==> src/rtl/nand_seq_pkg.sv <==
package nand_seq_pkg;

  typedef enum logic [2:0] {
    ST_IDLE, ST_SETUP, ST_ACTIVE, ST_HOLD, ST_REA
  } phase_e;

  typedef enum logic [1:0] {
    K_CMD, K_ADR, K_WDAT, K_RDAT
  } kind_e;

  localparam int         ID_LEN = 5;
  localparam logic [7:0] ID_CMD = 8'h90;

  localparam logic [2:0] A_SETUP  = 3'd0;
  localparam logic [2:0] A_ACTIVE = 3'd1;
  localparam logic [2:0] A_HOLD   = 3'd2;
  localparam logic [2:0] A_CTRL   = 3'd3;
  localparam logic [2:0] A_CMD    = 3'd4;
  localparam logic [2:0] A_ADR    = 3'd5;
  localparam logic [2:0] A_DATA   = 3'd6;
  localparam logic [2:0] A_STAT   = 3'd7;

  // byteSel: 0 host byte, 1 identification command, 2 zero address
  typedef struct packed {
    logic       cle;
    logic       ale;
    logic       weN;
    logic       reN;
    logic       busOe;
    logic       capture;
    logic       idCap;
    logic [2:0] idIdx;
    logic       idDone;
    logic [1:0] byteSel;
  } strobe_t;

endpackage

==> src/rtl/nand_seq_ctrl.sv <==
module nand_seq_ctrl
  import nand_seq_pkg::*;
#(
  parameter int TW       = 4,
  parameter int REA_CLKS = 3
) (
  input  logic          clk,
  input  logic          rst,
  input  logic          wrOk,
  input  logic [2:0]    hostAddr,
  input  logic [2:1]    ctrlBits,
  input  logic [TW-1:0] setupT,
  input  logic [TW-1:0] activeT,
  input  logic [TW-1:0] holdT,
  output strobe_t       stb,
  output logic          busy
);
  localparam int RW = $clog2(REA_CLKS + 1);
  localparam int CW = (TW > RW) ? TW : RW;

  phase_e        phase;
  kind_e         kind;
  logic [CW-1:0] cnt;
  logic          idMode;
  logic [2:0]    idStep;

  phase_e        wrPhase;
  logic [CW-1:0] wrCnt;
  logic          startId, startRd, startWr;
  kind_e         wrKind;

  always_comb begin
    wrPhase = (setupT != '0) ? ST_SETUP : ST_ACTIVE;
    wrCnt   = (setupT != '0) ? (CW'(setupT) - CW'(1)) : CW'(activeT);
    startId = wrOk && hostAddr == A_CTRL && ctrlBits[2];
    startRd = wrOk && hostAddr == A_CTRL && ctrlBits[1] && !ctrlBits[2];
    startWr = wrOk && (hostAddr == A_CMD || hostAddr == A_ADR || hostAddr == A_DATA);
    case (hostAddr)
      A_CMD:   wrKind = K_CMD;
      A_ADR:   wrKind = K_ADR;
      default: wrKind = K_WDAT;
    endcase
  end

  always_ff @(posedge clk) begin
    if (rst) begin
      phase  <= ST_IDLE;
      kind   <= K_CMD;
      cnt    <= '0;
      idMode <= 1'b0;
      idStep <= '0;
    end else begin
      case (phase)
        ST_IDLE: begin
          if (startId) begin
            idMode <= 1'b1;
            idStep <= '0;
            kind   <= K_CMD;
            phase  <= wrPhase;
            cnt    <= wrCnt;
          end else if (startWr) begin
            kind  <= wrKind;
            phase <= wrPhase;
            cnt   <= wrCnt;
          end else if (startRd) begin
            kind  <= K_RDAT;
            phase <= ST_ACTIVE;
            cnt   <= CW'(activeT);
          end
        end
        ST_SETUP: begin
          if (cnt == '0) begin
            phase <= ST_ACTIVE;
            cnt   <= CW'(activeT);
          end else cnt <= cnt - 1'b1;
        end
        ST_ACTIVE: begin
          if (cnt == '0) begin
            phase <= ST_HOLD;
            cnt   <= CW'(holdT);
          end else cnt <= cnt - 1'b1;
        end
        ST_HOLD: begin
          if (cnt != '0) cnt <= cnt - 1'b1;
          else if (!idMode) phase <= ST_IDLE;
          else begin
            case (idStep)
              3'd0: begin
                idStep <= 3'd1;
                kind   <= K_ADR;
                phase  <= wrPhase;
                cnt    <= wrCnt;
              end
              3'd1: begin
                idStep <= 3'd2;
                kind   <= K_RDAT;
                phase  <= ST_REA;
                cnt    <= CW'(REA_CLKS - 1);
              end
              3'd6: begin
                idMode <= 1'b0;
                phase  <= ST_IDLE;
              end
              default: begin
                idStep <= idStep + 1'b1;
                phase  <= ST_ACTIVE;
                cnt    <= CW'(activeT);
              end
            endcase
          end
        end
        ST_REA: begin
          if (cnt == '0) begin
            phase <= ST_ACTIVE;
            cnt   <= CW'(activeT);
          end else cnt <= cnt - 1'b1;
        end
        default: phase <= ST_IDLE;
      endcase
    end
  end

  logic inCycle, isWr;
  always_comb begin
    inCycle     = phase == ST_SETUP || phase == ST_ACTIVE || phase == ST_HOLD;
    isWr        = kind != K_RDAT;
    stb.cle     = inCycle && kind == K_CMD;
    stb.ale     = inCycle && kind == K_ADR;
    stb.weN     = !(phase == ST_ACTIVE && isWr);
    stb.reN     = !(phase == ST_ACTIVE && !isWr);
    stb.busOe   = inCycle && isWr;
    stb.capture = phase == ST_ACTIVE && !isWr && cnt == '0;
    stb.idCap   = stb.capture && idMode;
    stb.idIdx   = idStep - 3'd2;
    stb.idDone  = idMode && phase == ST_HOLD && cnt == '0 && idStep == 3'd6;
    stb.byteSel = !idMode ? 2'd0 : ((idStep == 3'd0) ? 2'd1 : 2'd2);
    busy        = phase != ST_IDLE;
  end


  cle_ale_excl_chk: assert property (@(posedge clk) disable iff (rst)
    !(stb.cle && stb.ale));

  oe_read_excl_chk: assert property (@(posedge clk) disable iff (rst)
    !(stb.busOe && !stb.reN));

  capture_last_chk: assert property (@(posedge clk) disable iff (rst)
    stb.capture |=> stb.reN);

  strobe_busy_chk: assert property (@(posedge clk) disable iff (rst)
    (!stb.weN || !stb.reN) |-> busy);

endmodule

==> src/rtl/nand_seq_dp.sv <==
module nand_seq_dp
  import nand_seq_pkg::*;
#(
  parameter int TW = 4
) (
  input  logic                clk,
  input  logic                rst,
  input  logic                wrOk,
  input  logic [2:0]          hostAddr,
  input  logic [7:0]          hostWdata,
  input  strobe_t             stb,
  input  logic                busy,
  input  logic [7:0]          ioIn,
  input  logic                rnbIn,
  output logic [TW-1:0]       setupT,
  output logic [TW-1:0]       activeT,
  output logic [TW-1:0]       holdT,
  output logic [7:0]          hostRdata,
  output logic [7:0]          ioOut,
  output logic                nCe,
  output logic [8*ID_LEN-1:0] idBytes,
  output logic                idDone
);
  logic       ceOff, sticky, rnbQ;
  logic [7:0] outByte, rdByte;

  always_ff @(posedge clk) begin
    if (rst) begin
      setupT  <= TW'(1);
      activeT <= TW'(1);
      holdT   <= '0;
      ceOff   <= 1'b1;
      outByte <= '0;
    end else if (wrOk) begin
      case (hostAddr)
        A_SETUP:                setupT  <= hostWdata[TW-1:0];
        A_ACTIVE:               activeT <= hostWdata[TW-1:0];
        A_HOLD:                 holdT   <= hostWdata[TW-1:0];
        A_CTRL:                 ceOff   <= hostWdata[0];
        A_CMD, A_ADR, A_DATA:   outByte <= hostWdata;
        default: ;
      endcase
    end
  end

  always_ff @(posedge clk) begin
    if (rst) begin
      rnbQ   <= 1'b1;
      sticky <= 1'b0;
      rdByte <= '0;
      idDone <= 1'b0;
    end else begin
      rnbQ   <= rnbIn;
      idDone <= stb.idDone;
      if (stb.capture) rdByte <= ioIn;
      if (rnbIn && !rnbQ) sticky <= 1'b1;
      else if (wrOk && hostAddr == A_STAT && hostWdata[2]) sticky <= 1'b0;
    end
  end

  for (genvar g = 0; g < ID_LEN; g++) begin : g_idBuf
    logic [7:0] slot;
    always_ff @(posedge clk) begin
      if (rst) slot <= '0;
      else if (stb.idCap && stb.idIdx == 3'(g)) slot <= ioIn;
    end
    assign idBytes[8*g +: 8] = slot;
  end

  always_comb begin
    case (stb.byteSel)
      2'd1:    ioOut = ID_CMD;
      2'd2:    ioOut = 8'h00;
      default: ioOut = outByte;
    endcase
    case (hostAddr)
      A_SETUP:  hostRdata = 8'(setupT);
      A_ACTIVE: hostRdata = 8'(activeT);
      A_HOLD:   hostRdata = 8'(holdT);
      A_CTRL:   hostRdata = {7'b0, ceOff};
      A_DATA:   hostRdata = rdByte;
      A_STAT:   hostRdata = {5'b0, sticky, busy, rnbIn};
      default:  hostRdata = 8'h00;
    endcase
  end

  assign nCe = ceOff;


  sticky_src_chk: assert property (@(posedge clk) disable iff (rst)
    $rose(sticky) |-> rnbIn);

  id_done_idle_chk: assert property (@(posedge clk) disable iff (rst)
    idDone |-> !busy);

  ce_stable_chk: assert property (@(posedge clk) disable iff (rst)
    busy |=> $stable(nCe));

endmodule

==> src/rtl/nand_seq.sv <==
module nand_seq
  import nand_seq_pkg::*;
#(
  parameter int TW       = 4,
  parameter int REA_CLKS = 3
) (
  input  logic        clk,
  input  logic        rst,
  input  logic        hostWr,
  input  logic [2:0]  hostAddr,
  input  logic [7:0]  hostWdata,
  output logic [7:0]  hostRdata,
  output logic        busy,
  output logic [39:0] idBytes,
  output logic        idDone,
  output logic        nCe,
  output logic        cle,
  output logic        ale,
  output logic        nWe,
  output logic        nRe,
  output logic [7:0]  ioOut,
  output logic        ioOe,
  input  logic [7:0]  ioIn,
  input  logic        rnbIn
);
  strobe_t       stb;
  logic          wrOk;
  logic [TW-1:0] setupT, activeT, holdT;

  assign wrOk = hostWr && !busy;

  nand_seq_ctrl #(.TW(TW), .REA_CLKS(REA_CLKS)) u_ctrl (
    .clk(clk), .rst(rst), .wrOk(wrOk), .hostAddr(hostAddr),
    .ctrlBits(hostWdata[2:1]), .setupT(setupT), .activeT(activeT),
    .holdT(holdT), .stb(stb), .busy(busy)
  );

  nand_seq_dp #(.TW(TW)) u_dp (
    .clk(clk), .rst(rst), .wrOk(wrOk), .hostAddr(hostAddr),
    .hostWdata(hostWdata), .stb(stb), .busy(busy), .ioIn(ioIn),
    .rnbIn(rnbIn), .setupT(setupT), .activeT(activeT), .holdT(holdT),
    .hostRdata(hostRdata), .ioOut(ioOut), .nCe(nCe), .idBytes(idBytes),
    .idDone(idDone)
  );

  assign cle  = stb.cle;
  assign ale  = stb.ale;
  assign nWe  = stb.weN;
  assign nRe  = stb.reN;
  assign ioOe = stb.busOe;

endmodule

==> config.mk <==
export PLATFORM = sky130hd
export DESIGN_NAME = nand_seq
export DESIGN_NICKNAME = d
export VERILOG_FILES = /design/src/rtl/nand_seq_pkg.sv /design/src/rtl/nand_seq_ctrl.sv /design/src/rtl/nand_seq_dp.sv /design/src/rtl/nand_seq.sv
export SDC_FILE = /design/constraint.sdc
export NUM_CORES = 1
export LEC_CHECK = 0
export BUFFER_PORTS_ARGS = -buffer_cell sky130_fd_sc_hd__buf_4
export CAP_MARGIN = 30
export CORE_ASPECT_RATIO = 1.1
export CORE_MARGIN = 10
export CORE_UTILIZATION = 40
export DETAILED_ROUTE_END_ITERATION = 10
export RECOVER_POWER = 50
export SYNTH_ARGS = -nofsm -noshare
export SYNTH_HDL_FRONTEND = slang
export SYNTH_SLANG_ARGS = --single-unit
==> constraint.sdc <==
create_clock -name clk -period 2 [get_ports clk]
set_input_delay 0 -clock clk [delete_from_list [all_inputs] [get_ports clk]]
set_output_delay 0 -clock clk [all_outputs]
set_load 0.02 [all_outputs]
==> summary.md, run 1 <==
| Metric | Value |
|---|---|
| Status | `complete, no violations` |
| CP peak stage delay | `around 0.37 ns` |
| Footprint of the multi-input gates | `2460 um2` |
| Reg2Reg Capture Point | `u_ctrl.cnt[0]` |
| Worst-Margin Slew | `between 0.5 and 0.6 ns` |
| Slew Limit Fails | `0` |
| Most common flop cell mapped by yosys | `dfxtp_1` |
| CTS tree | `built` |
| Final HPWL DP | `approximately 9900 um` |
| Gate Count Post-Synth | `523` |
| Worst vdd ir | `between 0.3 and 0.4 mV` |
| Critical Path AT | `between 1.5 and 2 ns` |
| I/O Buffers | `86` |
| Nets | `between 600 and 700` |
| Fin crit share | `between 90% and 100%` |
| Register area share after synthesis | `roughly 40%` |
| Clk pin slew, worst setup/hold paths | `roughly 0.070 ns` |
| Root buffer cell | `clkbuf_16` |
| DRC Markers | `0` |
| Die area | `around 15000 um2` |
| Routed wire length | `13640 um` |
| Die Wd | `118.6 um` |
| R2R Setup Slk | `~0.10 ns` |
| Mean area per synthesized cell | `~8.2 um2` |
| DIE HEIGHT | `between 100 and 150 um` |
| Hold Startpoint | `rst` |
| Reg-to-Reg Start | `u_ctrl.cnt[0]` |
| Pwr Density | `between 1000 and 1500 nW/um2` |
| Netlist cell types | `66` |
| Vias in the first global route | `around 4300` |
| Yosys warns | `0` |
| CP Capture Type | `output pin` |
| Clk sink count | `85` |
| Area grow syn2layout | `31.00%` |
| Slowest cell on crit path | `dfxtp_1` |
| Worst setup SP type | `register` |
| Initial antenna violation count | `1` |
| Worst rel slew slack | `between 60 and 70%` |
| Crit path cell chain | `nor3_4 > clkbuf_1 > buf_4 > nand2_1 > o21ai_0 > o22ai_1 > buf_4` |
| Final GP Congestion | `roughly 0.87` |
| Detailed-route wire length per cell | `17.20 um` |
| First drt pass iteration count | `4` |
| Core Util, Final | `between 50 and 60%` |
| Worst Hold Class | `in -> reg` |
| Hold depth | `2` |
| Asr flop ratio synth | `0%` |
| GRT overflow | `0` |
| Ports | `87` |
| Worst-case reg-to-reg path depth | `8` |
| Fin. Hold Viols | `0` |
| Largest net degree at the start of global routing | `51` |
| WHS Endpoint | `u_ctrl.idStep[1]` |
| First-pass GRT wire length | `between 20000 and 25000 um` |
| FILL cells | `between 1000 and 1500` |
| Critical path launch point | `u_ctrl.phase[1]` |
| Area leader, netlist | `dfxtp_1` |
| Total CTS buffers | `9` |
| EDFF count, synth | `0` |
| Top post-synthesis cells by count | `nand2_1 (97), dfxtp_1 (85), a21oi_1 (61)` |
| Worst-path fanout max | `6` |
| P_leak | `between 2 and 2.5 nW` |
| Effective utilization at floorplan | `a little over 40%` |
| Fin Setup TNS | `0 ns` |
| Final setup viols | `0` |
| Cell repeated most along the worst path | `buf_4` |
| Antenna viol nets, final | `0` |
| H-Tree Depth | `3` |
| DRT iter0 DRCs | `~240` |
| Fin Clk Skew | `roughly 0.010 ns` |
| Storage element area | `1704 um2` |
| Vias per Instance | `between 5 and 6` |
| Top cell type's share of synthesized area | `between 30 and 40%` |
| Total GRT Usage | `17.75%` |
| Worst EP required | `2.00 ns` |
| Total power | `a little under 6 mW` |
| Most used standard cell by instance count after synthesis | `nand2_1` |
| Core ar. | `around 10000 um2` |
| Max-cap violation count | `0` |
| Min Tclk post-route | `between 1.5 and 2 ns` |
| Synth Net Count | `553` |
| Row count | `39` |
| Top post-synthesis cells by area | `dfxtp_1 (40%), nand2_1 (8.5%), mux2i_1 (7.5%)` |
| Vias | `4249` |
| #FFs+latches synth | `85` |
| Mapped cell area | `4278 um2` |
| Worst setup path class | `reg -> out` |
| Fmax | `0.5249 GHz` |
| Maximum buffer depth of the clock tree | `2` |
| Clk Latency, worst-skew pair | `0.35 ns` |
| Layout cell share with drive strength beyond 1 | `17.26%` |
report_power, final:
group	switching, mW	internal, mW	total (mW)
Combinational	1.27	0.924	2.19
Clock	0.723	0.980	1.70
Sequential	0.135	1.80	1.94
Total	2.13	3.70	5.83
cell usage in the layout (no fill, tap or decap), types with 6 or more instances in the layout:
cell type      instances
dfxtp_1               83
buf_4                 60
clkbuf_1              63
o21ai_0               17
nand2_1               97
inv_1                 13
a22oi_1                7
nand3_1               14
dlygate4sd3_1         18
nor2b_1               11
nor2_1                41
mux2i_1               32
clkbuf_16              9
and3_1                 6
a21oi_1               60
flip-flops by register name, summed over array words and instances, names as in the netlist, 2 cells and up:
name and flops:
u_ctrl.cnt 4, u_ctrl.idStep 3, u_ctrl.kind 2, u_ctrl.phase 3, u_dp.activeT 4, u_dp.g_idBuf.slot 40, u_dp.holdT 4, u_dp.outByte 8
u_dp.rdByte 8, u_dp.setupT 4
per-stage QoR:
step	worst slack [ns]	instance area (um2)	hold WS [ns]	std cells
after detailed placement	-0.006781	5213	0.2093	752
after floorplan	0.09565	4278	0.1066	523
final	0.09490	5604	0.07099	793
after CTS	0.02984	5713	0.07389	786
after global placement	0.02602	5213	0.2076	752
after global routing	-0.003261	5604	0.08063	793
cells by family after synthesis:
logic type / synth area share (%)
AND/OR/NAND/NOR: 26.35
AO/OA/AOI/OAI: 18.72
flip-flops: 39.78
buffers and inverters: 4.942
multiplexers: 7.751
adder cells (fa/ha/maj): 2.047
XOR/XNOR: 0.4096
final cells by class:
type,instances,area share (%)
clock buffers,10,4.086
clock inverters,6,1.250
flip-flops and latches,85,30.41
inverters,15,1.005
diodes,1,0.04465
repair buffers,142,16.12
multi-input cells,391,43.89
well taps,143,3.193
worst max-delay path, delay by kind of cell, from the launching register on:
kind / cells / cell delay (ns)
buffers and inverters: 3 / 0.61
DFF: 1 / 0.37
AOI/OAI and AO/OA: 2 / 0.20
and+or+nand+nor: 2 / 0.38
per-layer routing:
layer,GRT usage (%),wire length (um),vias up
met1,20.38,5693,2032
met2,30.88,6797,116
li1,-,-,2083
met3,5.031,912,18
met5,0,0,-
met4,6.686,233,0
worst max-delay path by stage:
| stage | depth (start not counted) | slack, ns | end |
|---|---|---|---|
| 3_5_place_dp | 9 | -0.007 | u_ctrl.kind[0] |
| 6_report | 7 | 0.09 | hostRdata[1] |
| 3_3_place_gp | 7 | 0.03 | u_ctrl.cnt[1] |
| 2_1_floorplan | 9 | 0.1 | u_dp.g_idBuf[4].slot[0] |
| 5_1_grt | 7 | -0.003 | u_ctrl.cnt[1] |
| 4_1_cts | 7 | 0.03 | u_dp.g_idBuf[3].slot[1] |
repair_timing:
item / 4_1_cts / 5_1_grt
resized for setup: 5 / 20
hold endpoints to repair: 70 / 0
cloned: 0 / 0
endpoints found under the setup margin: 13 / 53
pin swaps: 0 / 9
buffers inserted: 0 / 6
hold buffers: 18 / 0
No activity file was read; power rests on OpenSTA's default activity.
==> inputs of run 2 (changes only) <==
- CORE_MARGIN: 10 -> 4
- PLACE_DENSITY: not set -> 0.75
- REMOVE_ABC_BUFFERS: not set -> 1
==> run 2 against run 1 <==
Against the previous run: via count increased by 1.3%; sequential share of layout area increased by 0.31 points; global-route usage increased by 3.1 points; clock skew decreased by 0.0022 ns; non-clock buffer count decreased by 6; total power increased by 0.34%; highest routed layer unchanged; register-to-register slack got worse by 0.07 ns; cell count decreased by 0.88%; largest cell class unchanged; maximum frequency decreased by 3.4%.
==> summary.md, run 2 (same netlist as run 1, synthesis figures left out) <==
| Metric | Value |
|---|---|
| Status | `complete, no violations` |
| Clk pin slew, worst setup/hold paths | `0.07 ns` |
| Root buffer cell | `clkbuf_16` |
| Max-cap violation count | `0` |
| Vias in the first global route | `about 4200` |
| GRT overflow | `0` |
| Ports | `slightly below 90` |
| Initial antenna violation count | `0` |
| Clk sink count | `85` |
| Fin. Hold Viols | `0` |
| Critical Path AT | `approximately 2.2 ns` |
| Reg-to-Reg Start | `u_ctrl.cnt[1]` |
| Final GP Congestion | `approximately 0.9` |
| P_int | `about 3.8 mW` |
| Max reg flops | `40` |
| CP peak stage delay | `0.43 ns` |
| P_leak | `2.150 nW` |
| Clock Power Share | `a little under a third` |
| Total CTS buffers | `9` |
| Die area | `12410 um2` |
| CP Capture Type | `register` |
| Core ar. | `10440 um2` |
| Worst rel slew slack | `between 60% and 70%` |
| Critical path launch point | `u_ctrl.cnt[1]` |
| Pwr Density | `about 1100 nW/um2` |
| Slew Limit Fails | `0` |
| Comb power frac | `a little over a third` |
| Most common cell after layout, fill and taps aside | `nand2_1` |
| DIE HEIGHT | `~120 um` |
| Effective utilization at floorplan | `40.97%` |
| Crit path to | `u_dp.g_idBuf[4].slot[7]` |
| Worst setup SP type | `register` |
| # diodes | `0` |
| Final setup viols | `0` |
| Worst-Margin Slew | `between 0.5 and 0.6 ns` |
| NetSw | `2.062 mW` |
| First-pass GRT wire length | `between 20000 and 25000 um` |
| Slowest cell on crit path | `or3b_4` |
| Die Wd | `around 110 um` |
| Final HPWL DP | `between 9000 and 10000 um` |
| Nets | `about 670` |
| Worst EP required | `around 2.2 ns` |
| Antenna viol nets, final | `0` |
| Worst vdd ir | `~0.48 mV` |
| R2R Setup Slk | `0.03 ns` |
| Fmax | `0.5070 GHz` |
| Sw Ratio | `between 30% and 40%` |
| Worst-path fanout max | `8` |
| First drt pass iteration count | `5` |
| Largest net degree at the start of global routing | `46` |
| Layout cell share with drive strength beyond 1 | `16.80%` |
| Row count | `39` |
| I/O Buffers | `86` |
| Worst Hold Class | `in -> reg` |
| FILL cells | `around 1000` |
| Detailed-route wire length per cell | `between 15 and 20 um` |
| Unrepaired setup endpoints after global routing | `true` |
| Maximum buffer depth of the clock tree | `2` |
| Reg2Reg Capture Point | `u_dp.g_idBuf[4].slot[7]` |
| Crit path cell chain | `inv_2 > ha_4 > or3b_4 > nor3_4 > nand4_4 > mux2i_2 > nor2_1` |
| Reg with most FFs | `u_dp.g_idBuf.slot` |
| Fin Hold WS | `about 0.10 ns` |
| Vias per Instance | `between 5 and 6` |
| Most frequent cells in the layout | `nand2_1 (97), dfxtp_1 (82), a21oi_1 (60)` |
| CTS tree | `built` |
| Fin Clk Skew | `between 0.008 and 0.009 ns` |
| DRT iter0 DRCs | `around 250` |
| Total power | `5.854 mW` |
| DRC Markers | `0` |
| Total GRT Usage | `20.90%` |
| Routed wire length | `13020 um` |
| Worst-case reg-to-reg path depth | `7` |
| Vias | `4304` |
| Fin crit share | `roughly 99%` |
| Sequential share of power | `approximately 33%` |
| Clk Latency, worst-skew pair | `between 0.3 and 0.4 ns` |
| Worst setup path class | `reg -> reg` |
| Min Tclk post-route | `1.972 ns` |
| H-Tree Depth | `3` |
| Area grow syn2layout | `29.77%` |
| Biggest regs | `u_dp.g_idBuf.slot (40), u_dp.outByte (8), u_dp.rdByte (8)` |
## run 2: cell type report
type	instances	area, um2	area share [%]
multi-input combinational	391	2407	43.36
sequential	85	1705	30.72
timing repair buffer	136	873.3	15.73
clock buffer	9	225.2	4.057
tap	143	178.9	3.223
clock inverter	7	105.1	1.893
inverter	15	56.30	1.014
## run 2: how the worst min path moves through the flow
stage / cells past startpoint / startpoint / to / slack (ns)
floorplan: 1 / rst / u_ctrl.idMode / 0.07
global placement: 2 / rnbIn / u_dp.rnbQ / 0.22
detailed placement: 2 / rnbIn / u_dp.rnbQ / 0.22
CTS: 4 / hostAddr[2] / u_dp.sticky / 0.09
global route: 2 / rst / u_ctrl.idStep[1] / 0.14
finish: 4 / hostAddr[2] / u_dp.sticky / 0.10
## run 2: timing repair
item | CTS | global route
pin swaps | 1 | 7
setup endpoints to repair | 18 | 56
setup buffers | 1 | 3
resized for setup | 2 | 19
hold buffers | 18 | 0
gates cloned | 0 | 0
endpoints found under the hold margin | 63 | 0
## run 2: power groups by stage
| stage | combinational [mW] | sequential (mW) | clock [mW] |
|---|---|---|---|
| 2_1_floorplan | 1.06 | 1.97 | 0 |
| 3_3_place_gp | 1.91 | 1.95 | 0 |
| 4_1_cts | 1.98 | 1.92 | 1.89 |
| 5_1_grt | 2.24 | 1.94 | 1.94 |
| 6_report | 2.07 | 1.92 | 1.87 |
| 3_5_place_dp | 1.92 | 1.96 | 0 |
## run 2: worst max-delay path, delay by kind of cell, from the launching register on
kind | cells | cell delay [ns]
flip-flops | 1 | 0.34
buffers and inverters | 1 | 0.07
adder cells (fa/ha/maj) | 1 | 0.15
AND/OR/NAND/NOR | 4 | 1.00
multiplexers | 1 | 0.28
## run 2: per-layer routing
metal  track usage [%]  wire, um
met1             24.31      5342
met2             37.11      6491
met3             5.528       866
met4             7.673       323
met5                 0         0
## run 2: metrics by stage
step | setup WS, ns | util [%] | cell area [um2] | TNS, ns | instances
after CTS | 0.004021 | 54.64 | 5705 | 0 | 783
after global routing | -0.03100 | 53.16 | 5552 | -0.06060 | 786
final | 0.02770 | 53.16 | 5552 | 0 | 786
after floorplan | -0.08847 | - | 4123 | -0.7078 | 491
after global placement | 0.08915 | 49.63 | 5182 | 0 | 748
after detailed placement | -0.004406 | 49.63 | 5182 | -0.004406 | 748
